<file path="config.mk">
export PLATFORM = sky130hd
export DESIGN_NAME = h2s_widen
export DESIGN_NICKNAME = d
export VERILOG_FILES = /design/src/rtl/h2s_pkg.sv /design/src/rtl/h2s_unpack.sv /design/src/rtl/h2s_lzc.sv /design/src/rtl/h2s_repack.sv /design/src/rtl/h2s_widen.sv
export SDC_FILE = /design/constraint.sdc
export NUM_CORES = 1
export LEC_CHECK = 0
export ABC_AREA = 1
export BUFFER_PORTS_ARGS = -buffer_cell sky130_fd_sc_hd__buf_2
export CAP_MARGIN = 20
export CELL_PAD_IN_SITES_DETAIL_PLACEMENT = 1
export CELL_PAD_IN_SITES_GLOBAL_PLACEMENT = 2
export CORE_ASPECT_RATIO = 1.75
export CORE_UTILIZATION = 29
export CTS_CLUSTER_DIAMETER = 80
export DETAILED_ROUTE_END_ITERATION = 10
export GPL_TIMING_DRIVEN = 0
export PLACE_DENSITY_LB_ADDON = 0.1
export SETUP_SLACK_MARGIN = 0.3
export SYNTH_ARGS = -nofsm -noshare
export SYNTH_HDL_FRONTEND = slang
export SYNTH_SLANG_ARGS = --single-unit
</file>
<file path="constraint.sdc">
create_clock -name clk_i -period 1.25 [get_ports clk_i]
set_input_delay 0.1875 -clock clk_i [delete_from_list [all_inputs] [get_ports clk_i]]
set_output_delay 0.1875 -clock clk_i [all_outputs]
set_load 0.01 [all_outputs]
</file>
<file path="src/rtl/h2s_pkg.sv">
package h2s_pkg;
  localparam int HEXP_W   = 5;
  localparam int HFRAC_W  = 10;
  localparam int SEXP_W   = 8;
  localparam int SFRAC_W  = 23;
  localparam int HBIAS    = 15;
  localparam int SBIAS    = 127;
  localparam int HALF_W   = 1 + HEXP_W + HFRAC_W;
  localparam int SINGLE_W = 1 + SEXP_W + SFRAC_W;
  localparam int PAD_W    = SFRAC_W - HFRAC_W;
  localparam int LZ_W     = $clog2(HFRAC_W + 1);
  localparam int BIAS_D   = SBIAS - HBIAS;

  typedef enum logic [1:0] {
    CLS_ZERO = 2'd0,
    CLS_SUB  = 2'd1,
    CLS_NORM = 2'd2,
    CLS_SPEC = 2'd3
  } h2s_cls_e;

  typedef struct packed {
    logic               sign;
    h2s_cls_e           cls;
    logic [HEXP_W-1:0]  exp;
    logic [HFRAC_W-1:0] frac;
  } h2s_fields_t;
endpackage

</file>
<file path="src/rtl/h2s_unpack.sv">
module h2s_unpack
  import h2s_pkg::*;
(
  input  logic [HALF_W-1:0] half_i,
  output h2s_fields_t       fld_o
);
  logic [HEXP_W-1:0]  exp_w;
  logic [HFRAC_W-1:0] frac_w;

  assign exp_w  = half_i[HALF_W-2 -: HEXP_W];
  assign frac_w = half_i[HFRAC_W-1:0];

  always_comb begin
    fld_o.sign = half_i[HALF_W-1];
    fld_o.exp  = exp_w;
    fld_o.frac = frac_w;
    if (&exp_w)           fld_o.cls = CLS_SPEC;
    else if (exp_w != '0) fld_o.cls = CLS_NORM;
    else if (frac_w != '0) fld_o.cls = CLS_SUB;
    else                  fld_o.cls = CLS_ZERO;
  end
endmodule

</file>
<file path="src/rtl/h2s_lzc.sv">
module h2s_lzc #(
  parameter int W     = 10,
  parameter int CNT_W = $clog2(W + 1)
) (
  input  logic [W-1:0]     vec_i,
  output logic [CNT_W-1:0] cnt_o
);
  // ascending scan: the highest set bit is written last and wins
  always_comb begin
    cnt_o = CNT_W'(W);
    for (int i = 0; i < W; i++) begin
      if (vec_i[i]) cnt_o = CNT_W'(W - 1 - i);
    end
  end
endmodule

</file>
<file path="src/rtl/h2s_repack.sv">
module h2s_repack
  import h2s_pkg::*;
(
  input  h2s_fields_t         fld_i,
  input  logic [LZ_W-1:0]     lz_i,
  input  logic                flush_i,
  output logic [SINGLE_W-1:0] single_o
);
  logic [LZ_W-1:0]      shamt;
  logic [2*HFRAC_W-1:0] shifted;
  logic [HFRAC_W-1:0]   sub_frac;
  logic [SEXP_W-1:0]    sub_exp;
  logic [SEXP_W-1:0]    norm_exp;

  assign shamt    = lz_i + LZ_W'(1);
  assign shifted  = {{HFRAC_W{1'b0}}, fld_i.frac} << shamt;
  assign sub_frac = shifted[HFRAC_W-1:0];
  assign sub_exp  = SEXP_W'(BIAS_D) - SEXP_W'(lz_i);
  assign norm_exp = SEXP_W'(fld_i.exp) + SEXP_W'(BIAS_D);

  always_comb begin
    unique case (fld_i.cls)
      CLS_SPEC: single_o = {fld_i.sign, {SEXP_W{1'b1}}, fld_i.frac, {PAD_W{1'b0}}};
      CLS_NORM: single_o = {fld_i.sign, norm_exp, fld_i.frac, {PAD_W{1'b0}}};
      CLS_SUB: begin
        if (flush_i) single_o = {fld_i.sign, {(SINGLE_W-1){1'b0}}};
        else         single_o = {fld_i.sign, sub_exp, sub_frac, {PAD_W{1'b0}}};
      end
      default:  single_o = {fld_i.sign, {(SINGLE_W-1){1'b0}}};
    endcase
  end
endmodule

</file>
<file path="src/rtl/h2s_widen.sv">
module h2s_widen
  import h2s_pkg::*;
(
  input  logic                clk_i,
  input  logic                rst_ni,
  input  logic                in_valid_i,
  input  logic [HALF_W-1:0]   in_half_i,
  input  logic                flush_en_i,
  output logic                out_valid_o,
  output logic [SINGLE_W-1:0] out_single_o
);
  h2s_fields_t         fld;
  logic [LZ_W-1:0]     lz;
  logic [SINGLE_W-1:0] packed_d;

  h2s_unpack u_unpack (
    .half_i (in_half_i),
    .fld_o  (fld)
  );

  h2s_lzc #(.W(HFRAC_W), .CNT_W(LZ_W)) u_lzc (
    .vec_i (fld.frac),
    .cnt_o (lz)
  );

  h2s_repack u_repack (
    .fld_i    (fld),
    .lz_i     (lz),
    .flush_i  (flush_en_i),
    .single_o (packed_d)
  );

  always_ff @(posedge clk_i or negedge rst_ni) begin
    if (!rst_ni) begin
      out_valid_o  <= 1'b0;
      out_single_o <= '0;
    end else begin
      out_valid_o <= in_valid_i;
      if (in_valid_i) out_single_o <= packed_d;
    end
  end
endmodule

</file>
* Word-level counts from Yosys, hierarchy flattened
Cells that the tools add are included.
Storage, ports and cells: flip-flop bits (word level) 33, input port bits 20
Operators by class: shift operators 1, multiplexer cells 15, $add $sub $neg 3, equality and inequality tests 3, reduce and logical (&&, ||, !) cells 3
Operator list (count):
- $pmux 31 s3 | 1
- $mux 4 | 8
- $mux 31 | 1
- $reduce_bool 10->1 | 1
- $shl 10x4->10 | 1
- $add 5x7->8 const B | 1
- $mux 2 | 4
- $sub 7x4->8 const A | 1
- $reduce_and 5->1 | 1
- $reduce_bool 5->1 | 1
- $add 4x1->4 const B | 1
- $eq 2x2->1 const B | 2
- $eq 2x1->1 const B | 1
- $mux 1 | 1

* Longest topological paths before layout
Gate-level depths: netlist of the first run.
depth in word-level cells 14, mapped depth 22, mapped depth without buffers 20

* Modules after synthesis
Synthesis of the first run repeated with hierarchy kept, for this count alone.
Second synthesis, totals: cells, all modules 350, area, all modules 2444.8 µm²
By module, submodules not included:
- h2s_widen | area each 1317.5 µm², sequential area each 825.8 µm², cells an instance 137, instances 1
- h2s_repack | area each 815.8 µm², sequential area each 0.0 µm², cells an instance 153, instances 1
- h2s_unpack | area each 198.9 µm², sequential area each 0.0 µm², cells an instance 34, instances 1
- h2s_lzc | area each 112.6 µm², sequential area each 0.0 µm², cells an instance 26, instances 1

* Least setup slack after synthesis of the first run
No wires, ideal clock.
path kind input-to-reg, start point in in_half_i[1], end point reg out_single_o[22], library setup time 0.116 ns, data required time 1.134 ns, stages on the path 22, data arrival time 1.980 ns, path buffers 3, path slack -0.847 ns, cell sequence inv_1 -> nand2_1 -> nand2_1 -> nand2_1 -> nand2_1 -> nand2_1 -> nand2_2 -> nand2_4 -> nand2_4 -> buf_8 -> inv_1 -> ha_1 -> clkbuf_8 -> inv_1 -> buf_2 -> nand3_1 -> nand3_1 -> nand2_1 -> nand2_1 -> nand2_1 -> nand2_1 -> nand2_1
Between the ends: longest elaborated chain between the ends 13, elaborated cells on any way between the ends 20, those cells by class 1 x add/sub; 3 x eq/ne; 1 x shift; 14 x mux; 1 x reduce/logical
RTL lines:
- start, declared | RTL line h2s_widen.sv:7 | input logic [HALF_W-1:0] in_half_i,
- $mux 2 | RTL line h2s_lzc.sv:12 | if (vec_i[i]) cnt_o = CNT_W'(W - 1 - i);
- $mux 4 (8 in series) | RTL line h2s_lzc.sv:12
- $add 4x1->4 | RTL line h2s_repack.sv:15 | assign shamt = lz_i + LZ_W'(1);
- $shl 10x4->10 | RTL line h2s_repack.sv:16 | assign shifted = {{HFRAC_W{1'b0}}, fld_i.frac} << shamt;
- $mux 31 | RTL line h2s_repack.sv:26 | if (flush_i) single_o = {fld_i.sign, {(SINGLE_W-1){1'b0}}};
- $pmux 31 s3 * | RTL line h2s_repack.sv:22 | unique case (fld_i.cls)
- end signal, assigned | RTL line h2s_widen.sv:39 | if (in_valid_i) out_single_o <= packed_d;
- end, declared | RTL line h2s_widen.sv:10 | output logic [SINGLE_W-1:0] out_single_o
Mark *: on every way between the ends. The rest lies on a longest branch, timed or not. A chain may end at the register's enable or synchronous reset.

* Worst setup path after layout of the first run
start point in in_half_i[1], end point reg out_single_o[21]
The elaborated chain is that of the path after synthesis.

==> results of run 1 <==
## cells by family after synthesis
kind of cell / Yosys count / synth area share
AOI/OAI and AO/OA: 30 / 0.104
DFF: 19 / 0.291
buffers and inverters: 44 / 0.154
xor gates and xnor gates: 2 / 0.0222
adders and majority gates: 2 / 0.0153
and+or+nand+nor: 146 / 0.411
other: 1 / 0.00229
## layer usage
metal	part of all wire	global-route usage	wire, µm	vias up
met5	0	0	0	-
met4	0.037	0.110	218	0
met3	0.026	0.0166	152	13
li1	-	-	-	955
met2	0.57	0.392	3370	48
met1	0.37	0.220	2200	915
## path summary, 6_finish.rpt
path | start | cells after the start | end
min in group asynchronous | rst_ni | 2 | out_single_o[29]$_DFFE_PN0P_
min reg2reg | out_single_o[31]$_DFFE_PN0P_ | 2 | out_single_o[31]$_DFFE_PN0P_
max reg2reg | out_single_o[13]$_DFFE_PN0P_ | 4 | out_single_o[13]$_DFFE_PN0P_
max | in_half_i[1] | 22 | out_single_o[21]$_DFFE_PN0P_
max in group asynchronous | rst_ni | 2 | out_single_o[18]$_DFFE_PN0P_
min | in_valid_i | 1 | out_valid_o$_DFF_PN0_
## layout make-up
class / count / area share
multi-input combinational: 193 / 0.418
timing repair inverter: 1 / 0.00270
sequential: 19 / 0.171
clock buffer: 4 / 0.0162
inverter: 24 / 0.0504
buffer: 20 / 0.0666
tap: 74 / 0.0333
timing repair buffer: 85 / 0.242
## power by group
group | switching [µW] | internal, µW
combinational | 516 | 475
clock | 191 | 226
sequential | 29.0 | 671
## layout by cell type, fill, tap and decap left out, types with 3 or more instances in the layout
cell type / Yosys / final
nand2_1: 96 / 86
buf_4: 14 / 54
buf_2: 1 / 29
dfrtp_1: 19 / 19
nand2_2: 7 / 13
nand3_1: 22 / 13
conb_1: 1 / 13
inv_2: 10 / 11
o21ai_1: 6 / 10
buf_6: 0 / 10
nand3_2: 1 / 8
nand2_4: 3 / 7
nor2_1: 9 / 6
a21oi_1: 8 / 6
inv_1: 13 / 5
inv_4: 1 / 5
clkbuf_8: 2 / 4
buf_12: 0 / 4
nor2_2: 2 / 3
nor2_4: 1 / 3
nand3_4: 1 / 3
nand4_1: 3 / 3
## synth_stat cells (2+ instances only)
cell type / instances
ha_1: 2
a21oi_2: 2
clkbuf_8: 2
nor2_1: 9
nand2_2: 7
dfrtp_1: 19
o21ai_0: 8
o21ai_1: 6
clkbuf_1: 2
inv_2: 10
a31oi_1: 2
o211ai_1: 2
nand4_1: 3
nand3_1: 22
nor2_2: 2
nand2_4: 3
a21oi_1: 8
nand2_1: 96
inv_1: 13
buf_4: 14
## registers in the layout, summed over array words and instances (netlist names)
| register | cells |
|---|---|
| out_single_o | 18 |
| out_valid_o | 1 |
## worst max-delay path, delay by kind of cell
kind / cells / cell delay, ps
AO/OA/AOI/OAI: 1 / 160
buffers and inverters: 7 / 640
adder cells (fa/ha/maj): 1 / 210
AND/OR/NAND/NOR: 13 / 810
## metrics by stage
stage	worst slack [ps]	instances
4_1_cts	-572	413
5_1_grt	-710	420
3_5_place_dp	-1130	369
2_1_floorplan	-576	256
3_3_place_gp	-1150	369
6_report	-584	420
## repair_timing
item                                    in CTS  in global routing
buffers inserted                            37                  7
pin swaps                                   26                 23
endpoints found under the hold margin       19                  0
endpoints found under the setup margin      35                 36
gates resized for setup                     53                 31
cloned                                       2                  0
hold buffers                                 1                  0
==> summary.md, run 1 <==
| Metric | Value |
|---|---|
| CP required | `1450 ps` |
| Via count | `just under 2000` |
| Max Fclk | `0.545 GHz` |
| Syn Area/Cell | `6.71 µm²` |
| Cell area after layout | `0.00278 mm²` |
| GRT Util Overall | `0.208` |
| Initial DRC Count | `50` |
| DR pass1 iterations | `4` |
| Filler instances | `704` |
| Fin Hold WS | `120 ps` |
| WL final | `about 5.9 mm` |
| IO buf count | `39` |
| R2R setup slack | `approximately 360 ps` |
| Final core occ | `0.520` |
| Diode count | `0` |
| Hold Fails Final Rpt | `0` |
| Yosys top cell area share | `0.291` |
| Seq cells post-synth | `19` |
| Total grt overflow | `0` |
| Layout Nets | `369` |
| Worst VDD drop | `roughly 0.0003 V` |
| Crit path largest cell delay | `approximately 210 ps` |
| EDFF count, synth | `0` |
| Final setup viols | `16` |
| Area leader, netlist | `dfrtp_1` |
| Worst Skew | `0 ps` |
| Total power draw | `approximately 2100 µW` |
| Critical path launch point type | `primary input` |
| Clock slew at reported path FFs | `70 ps` |
| Leak | `0.00145 µW` |
| Starting density of the core | `0.306` |
| Crit Path Class | `in2reg` |
| Total I/O pin count | `53` |
| Slew Limit Fails | `0` |
| Reg area | `475 µm²` |
| Layout cells sized above 1 | `0.509` |
| Worst Path Arrival | `2030 ps` |
| Clk root buf | `clkbuf_8` |
| Largest net degree at the start of global routing | `20` |
| Cell mode on critical path | `nand2_1` |
| Routed vias/inst | `about 4.6` |
| Initial antenna violation count | `0` |
| RSZ-0062 raised after global routing | `true` |
| Post-synth ARST share | `1.00` |
| Gp weighted congestion | `0.789` |
| Slowest CP cell | `ha_4` |
| Outcome | `finished with violations` |
| PwrDens | `759 mW/mm²` |
| Deepest clock path buffer count | `2` |
| WL/cell | `14.1 µm` |
| Sink Count | `19` |
| Post-route setup TNS | `-5910 ps` |
| Max-cap violation count | `0` |
| Top FF cell, synth | `dfrtp_1` |
| P&R area growth vs syn | `69.9%` |
| Synth top area cells | `dfrtp_1 (29%), nand2_1 (22%), nand3_1 (6.7%)` |
| Register area share after synthesis | `0.291` |
| Synth warnings | `0` |
| Part of the cycle the worst path needs | `1.47` |
| CTS H-Tree Depth | `1` |
| DR DRC count | `0` |
| Area after DPL | `0.00203 mm²` |
| Number of distinct library cells after synthesis | `32` |
| Die Y | `101 µm` |
| Wire length of the first global-routing pass | `between 9 and 10 mm` |
| Cts bufs inserted | `3` |
| Critical path fanouts, max | `6` |
| Die area | `0.00596 mm²` |
| Setup ws final | `-584 ps` |
| Clk Latency, worst-skew pair | `250 ps` |
| Critical path endpoint category | `flip-flop` |
| Core area | `0.00534 mm²` |
| Die Width | `between 50 and 60 µm` |
| Row Count | `35` |
| Hold Crit Class | `in2reg` |
| Period minus WS final | `1830 ps` |
| Detailed Place HPWL | `4.01 mm` |
| Post-Syn Instances | `244` |
| Number of global-route vias before repair | `2034` |
| Crit path cell chain | `buf_12 > inv_12 > nand2_4 > nand2_2 > nand2_1 > nand2_1 > nand2_1 > nand2_2 > nand2_4 > nand2_4 > buf_8 > inv_4 > ha_4 > clkbuf_16 > inv_12 > buf_8 > nand4_1 > o21ai_1 > nand2_1 > nand2_1 > nand2_1 > nand2_1` |
| Failing checks | `setup timing` |
| Synth Cell Area | `0.00164 mm²` |
| Multi-input logic area | `0.00116 mm²` |
| DRT antenna net count | `0` |
| CTS tree | `built` |
No activity file was read; power rests on OpenSTA's default activity.
==> run 2: changes to the inputs <==
Settings changed: CELL_PAD_IN_SITES_DETAIL_PLACEMENT 1 to not set, CELL_PAD_IN_SITES_GLOBAL_PLACEMENT 2 to not set, CORE_UTILIZATION 29 to 55, GPL_ROUTABILITY_DRIVEN set to 0, PLACE_DENSITY set to 0.86, PLACE_DENSITY_LB_ADDON 0.1 to not set.
==> summary.md, run 2 <==
| Metric | Value |
|---|---|
| Row Count | `25` |
| Post-Syn Instances | `244` |
| Outcome | `aborted with a tool error` |
| Syn Area/Cell | `roughly 6.7 µm²` |
| CTS H-Tree Depth | `1` |
| GR repair worst EP | `out_single_o[21]$_DFFE_PN0P_/D` |
| EDFF count, synth | `0` |
| Placed Cells | `322` |
| Starting density of the core | `0.595` |
| Die Width | `43.2 µm` |
| Synth cell count leaders | `nand2_1 (96), nand3_1 (22), dfrtp_1 (19), buf_4 (14), inv_1 (13)` |
| Register area share after synthesis | `0.291` |
| Post-synth ARST share | `1.00` |
| Worst endpoint type | `sequential cell input` |
| Largest net degree at the start of global routing | `20` |
| Cts bufs inserted | `3` |
| Initial antenna violation count | `0` |
| IO buf count | `39` |
| Error msg | `[ERROR DPL-0033] detailed placement checks failed during check placement.` |
| Top FF cell, synth | `dfrtp_1` |
| Synth Cell Area | `0.00164 mm²` |
| Count leader, synth | `nand2_1` |
| Area after DPL | `0.00197 mm²` |
| Number of distinct library cells after synthesis | `32` |
| Last stage reached | `global routing` |
| Seq cells post-synth | `19` |
| Clk root buf | `clkbuf_8` |
| Die Y | `74.2 µm` |
| Area leader, netlist | `dfrtp_1` |
| Deepest clock path buffer count | `2` |
| Synth top area cells | `dfrtp_1 (29%), nand2_1 (22%), nand3_1 (6.7%)` |
| Detailed Place HPWL | `around 3.2 mm` |
| Total I/O pin count | `53` |
| Sink Count | `19` |
| Yosys top cell area share | `0.291` |
| Synth warnings | `0` |
## run 2: cell counts after synthesis
Identical to the previous run, type by type.
## run 2: stage by stage
stage | hold WS, ps | worst slack (ps)
CTS | 107 | -481
global placement | 133 | -1010
floorplan | -108 | -576
detailed placement | 139 | -1030
## run 2: timing repair
action                     in CTS
pin swaps                      21
setup endpoints to repair      35
hold buffers                    1
hold endpoints to repair       19
gates resized for setup        28
buffers inserted               24
gates cloned                    2
## run 2: cell families after synthesis
family	after synthesis	share of synthesized area
buffers and inverters	44	0.154
adder cells (fa/ha/maj)	2	0.0153
XOR/XNOR	2	0.0222
other	1	0.00229
flip-flops	19	0.291
AO/OA/AOI/OAI	30	0.104
AND/OR/NAND/NOR	146	0.411
==> run 3: changes to the inputs <==
Settings changed: CORE_ASPECT_RATIO 1.75 to not set, CORE_UTILIZATION 55 to 40, CTS_CLUSTER_DIAMETER 80 to not set, PLACE_DENSITY 0.86 to not set, PLACE_DENSITY_LB_ADDON set to 0.15, SETUP_SLACK_MARGIN 0.3 to not set.
==> summary.md, run 3 (synthesized netlist as in run 1, its figures left out) <==
| Metric | Value |
|---|---|
| Outcome | `finished with violations` |
| Failing checks | `setup timing` |
| Clock slew at reported path FFs | `~70 ps` |
| Max-cap violation count | `0` |
| Row Count | `22` |
| FF-to-FF End | `out_single_o[29]$_DFFE_PN0P_` |
| Critical path endpoint category | `flip-flop` |
| Top flop regs | `out_single_o (18), out_valid_o (1)` |
| Clk root buf | `clkbuf_8` |
| Worst Path Arrival | `approximately 1900 ps` |
| Die Width | `66.0 µm` |
| Initial DRC Count | `126` |
| Total grt overflow | `0` |
| Worst VDD drop | `about 0.00039 V` |
| Worst Skew | `0 ps` |
| Post-route setup TNS | `-5330 ps` |
| Max Fclk | `0.568 GHz` |
| Setup ws final | `-511 ps` |
| Placed Cells | `343` |
| DR DRC count | `0` |
| Sink Count | `19` |
| Clk Latency, worst-skew pair | `around 250 ps` |
| Total power draw | `1950 µW` |
| DR pass1 iterations | `4` |
| Leak | `0.00125 µW` |
| Number of global-route vias before repair | `1543` |
| DRT antenna net count | `0` |
| Hold Fails Final Rpt | `0` |
| PwrDens | `~830 mW/mm²` |
| Period minus WS final | `1760 ps` |
| CTS tree | `built` |
| Cell mode on critical path | `nand2_1` |
| Commonest cells after routing, fill and taps aside | `nand2_1 (88), buf_2 (35), buf_4 (25)` |
| Total I/O pin count | `53` |
| Die Y | `66.0 µm` |
| Routed vias/inst | `roughly 5` |
| Starting density of the core | `0.431` |
| WL/cell | `~13 µm` |
| Crit path cell chain | `buf_8 > nand2_2 > nand2_1 > nand2_1 > nand2_1 > nand2_1 > nand2_2 > nand2_4 > nand2_4 > buf_8 > ha_4 > xnor2_4 > buf_12 > a31oi_1 > a21oi_1 > nand2_1 > nand2_1 > nand2_1 > nand2_1 > nand2_1` |
| Cts bufs inserted | `3` |
| P&R area growth vs syn | `43.6%` |
| Hold Crit Class | `in2reg` |
| R2R setup slack | `600 ps` |
| Slew Limit Fails | `0` |
| Crit path capture | `out_single_o[21]$_DFFE_PN0P_` |
| Core area | `about 0.0038 mm²` |
| Crit-path leading delay family | `simple AND/OR/NAND/NOR gates` |
| GRT Util Overall | `0.222` |
| Post-Layout Cell Count | `between 300 and 400` |
| Most common cell after layout, fill and taps aside | `nand2_1` |
| RSZ-0062 raised after global routing | `true` |
| CP required | `1400 ps` |
| Reg2reg path depth | `2` |
| Biggest register | `out_single_o` |
| Critical path fanouts, max | `7` |
| Part of the cycle the worst path needs | `1.41` |
| RR Startpoint | `out_single_o[29]$_DFFE_PN0P_` |
| WL final | `4.62 mm` |
| IO buf count | `39` |
| Diode count | `0` |
| Crit Path Class | `in2reg` |
| Via count | `1764` |
| Worst Path Buf+Inv | `3` |
| Detailed Place HPWL | `3.22 mm` |
| Deepest clock path buffer count | `2` |
| Crit path largest cell delay | `170 ps` |
| Layout cells sized above 1 | `0.422` |
| Final setup viols | `13` |
| CTS H-Tree Depth | `1` |
| Critical path launch point type | `primary input` |
| Post-place setup slack | `-1060 ps` |
| CP Launch Point | `in_half_i[0]` |
| Largest net degree at the start of global routing | `20` |
| Slowest CP cell | `ha_4` |
| Initial antenna violation count | `0` |
| Wire length of the first global-routing pass | `about 7.4 mm` |
| Levels on crit path | `20` |
| Layout Nets | `338` |
| Number of flip-flops in the largest register | `18` |
| Die area | `0.00435 mm²` |
## run 3: layer usage
metal / vias up / track usage / part of all wire / wire length (µm)
li1: 891 / - / - / -
met1: 796 / 0.308 / 0.46 / 2130
met2: 70 / 0.361 / 0.47 / 2150
met3: 7 / 0.0207 / 0.055 / 253
met4: 0 / 0.0665 / 0.016 / 76
met5: - / 0 / 0 / 0
## run 3: report_power, final
| part | switching, µW | leakage (µW) | total (µW) | internal, µW |
|---|---|---|---|---|
| Sequential | 27.2 | 0.000232 | 698 | 671 |
| Clock | 202 | 0.0000228 | 428 | 227 |
| Combinational | 459 | 0.00100 | 826 | 367 |
| Total | 687 | 0.00125 | 1950 | 1260 |
## run 3: metrics by stage
step | cell area (µm²) | util | hold slack (ps)
2_1_floorplan | 1740 | - | -108
3_3_place_gp | 1990 | 0.524 | 147
3_5_place_dp | 1990 | 0.524 | 145
4_1_cts | 2260 | 0.595 | 106
5_1_grt | 2350 | 0.619 | 101
6_report | 2350 | 0.619 | 99.2
## run 3: what timing repair did
action,CTS,global route
pin swaps,29,21
gates cloned,2,0
hold endpoints to repair,19,0
setup endpoints to repair,15,16
gates resized for setup,27,17
hold buffers,1,0
buffers inserted,10,4
## run 3: worst register-to-register path, delay by kind of cell (launching register included)
family          cells  cell delay (ps)
simple gates        1               70
compound gates      1               70
flops               1              390
## run 3: worst min-delay path by stage
stage	startpoint	cells after the start	end
floorplan	rst_ni	0	out_single_o[13]$_DFFE_PN0P_
global placement	rst_ni	1	out_single_o[25]$_DFFE_PN0P_
detailed placement	rst_ni	1	out_single_o[25]$_DFFE_PN0P_
CTS	in_valid_i	1	out_valid_o$_DFF_PN0_
global route	in_valid_i	1	out_valid_o$_DFF_PN0_
finish	in_valid_i	1	out_valid_o$_DFF_PN0_
## run 3: area by class of cell
cell class                 count  area, µm²
fill                         371       1450
timing repair buffer          55        395
inverter                      24        118
clock buffer                   4       45.0
tap                           48       60.1
multi-input combinational    193       1090
sequential                    19        475
timing repair inverter         1       7.51
buffer                        19        156
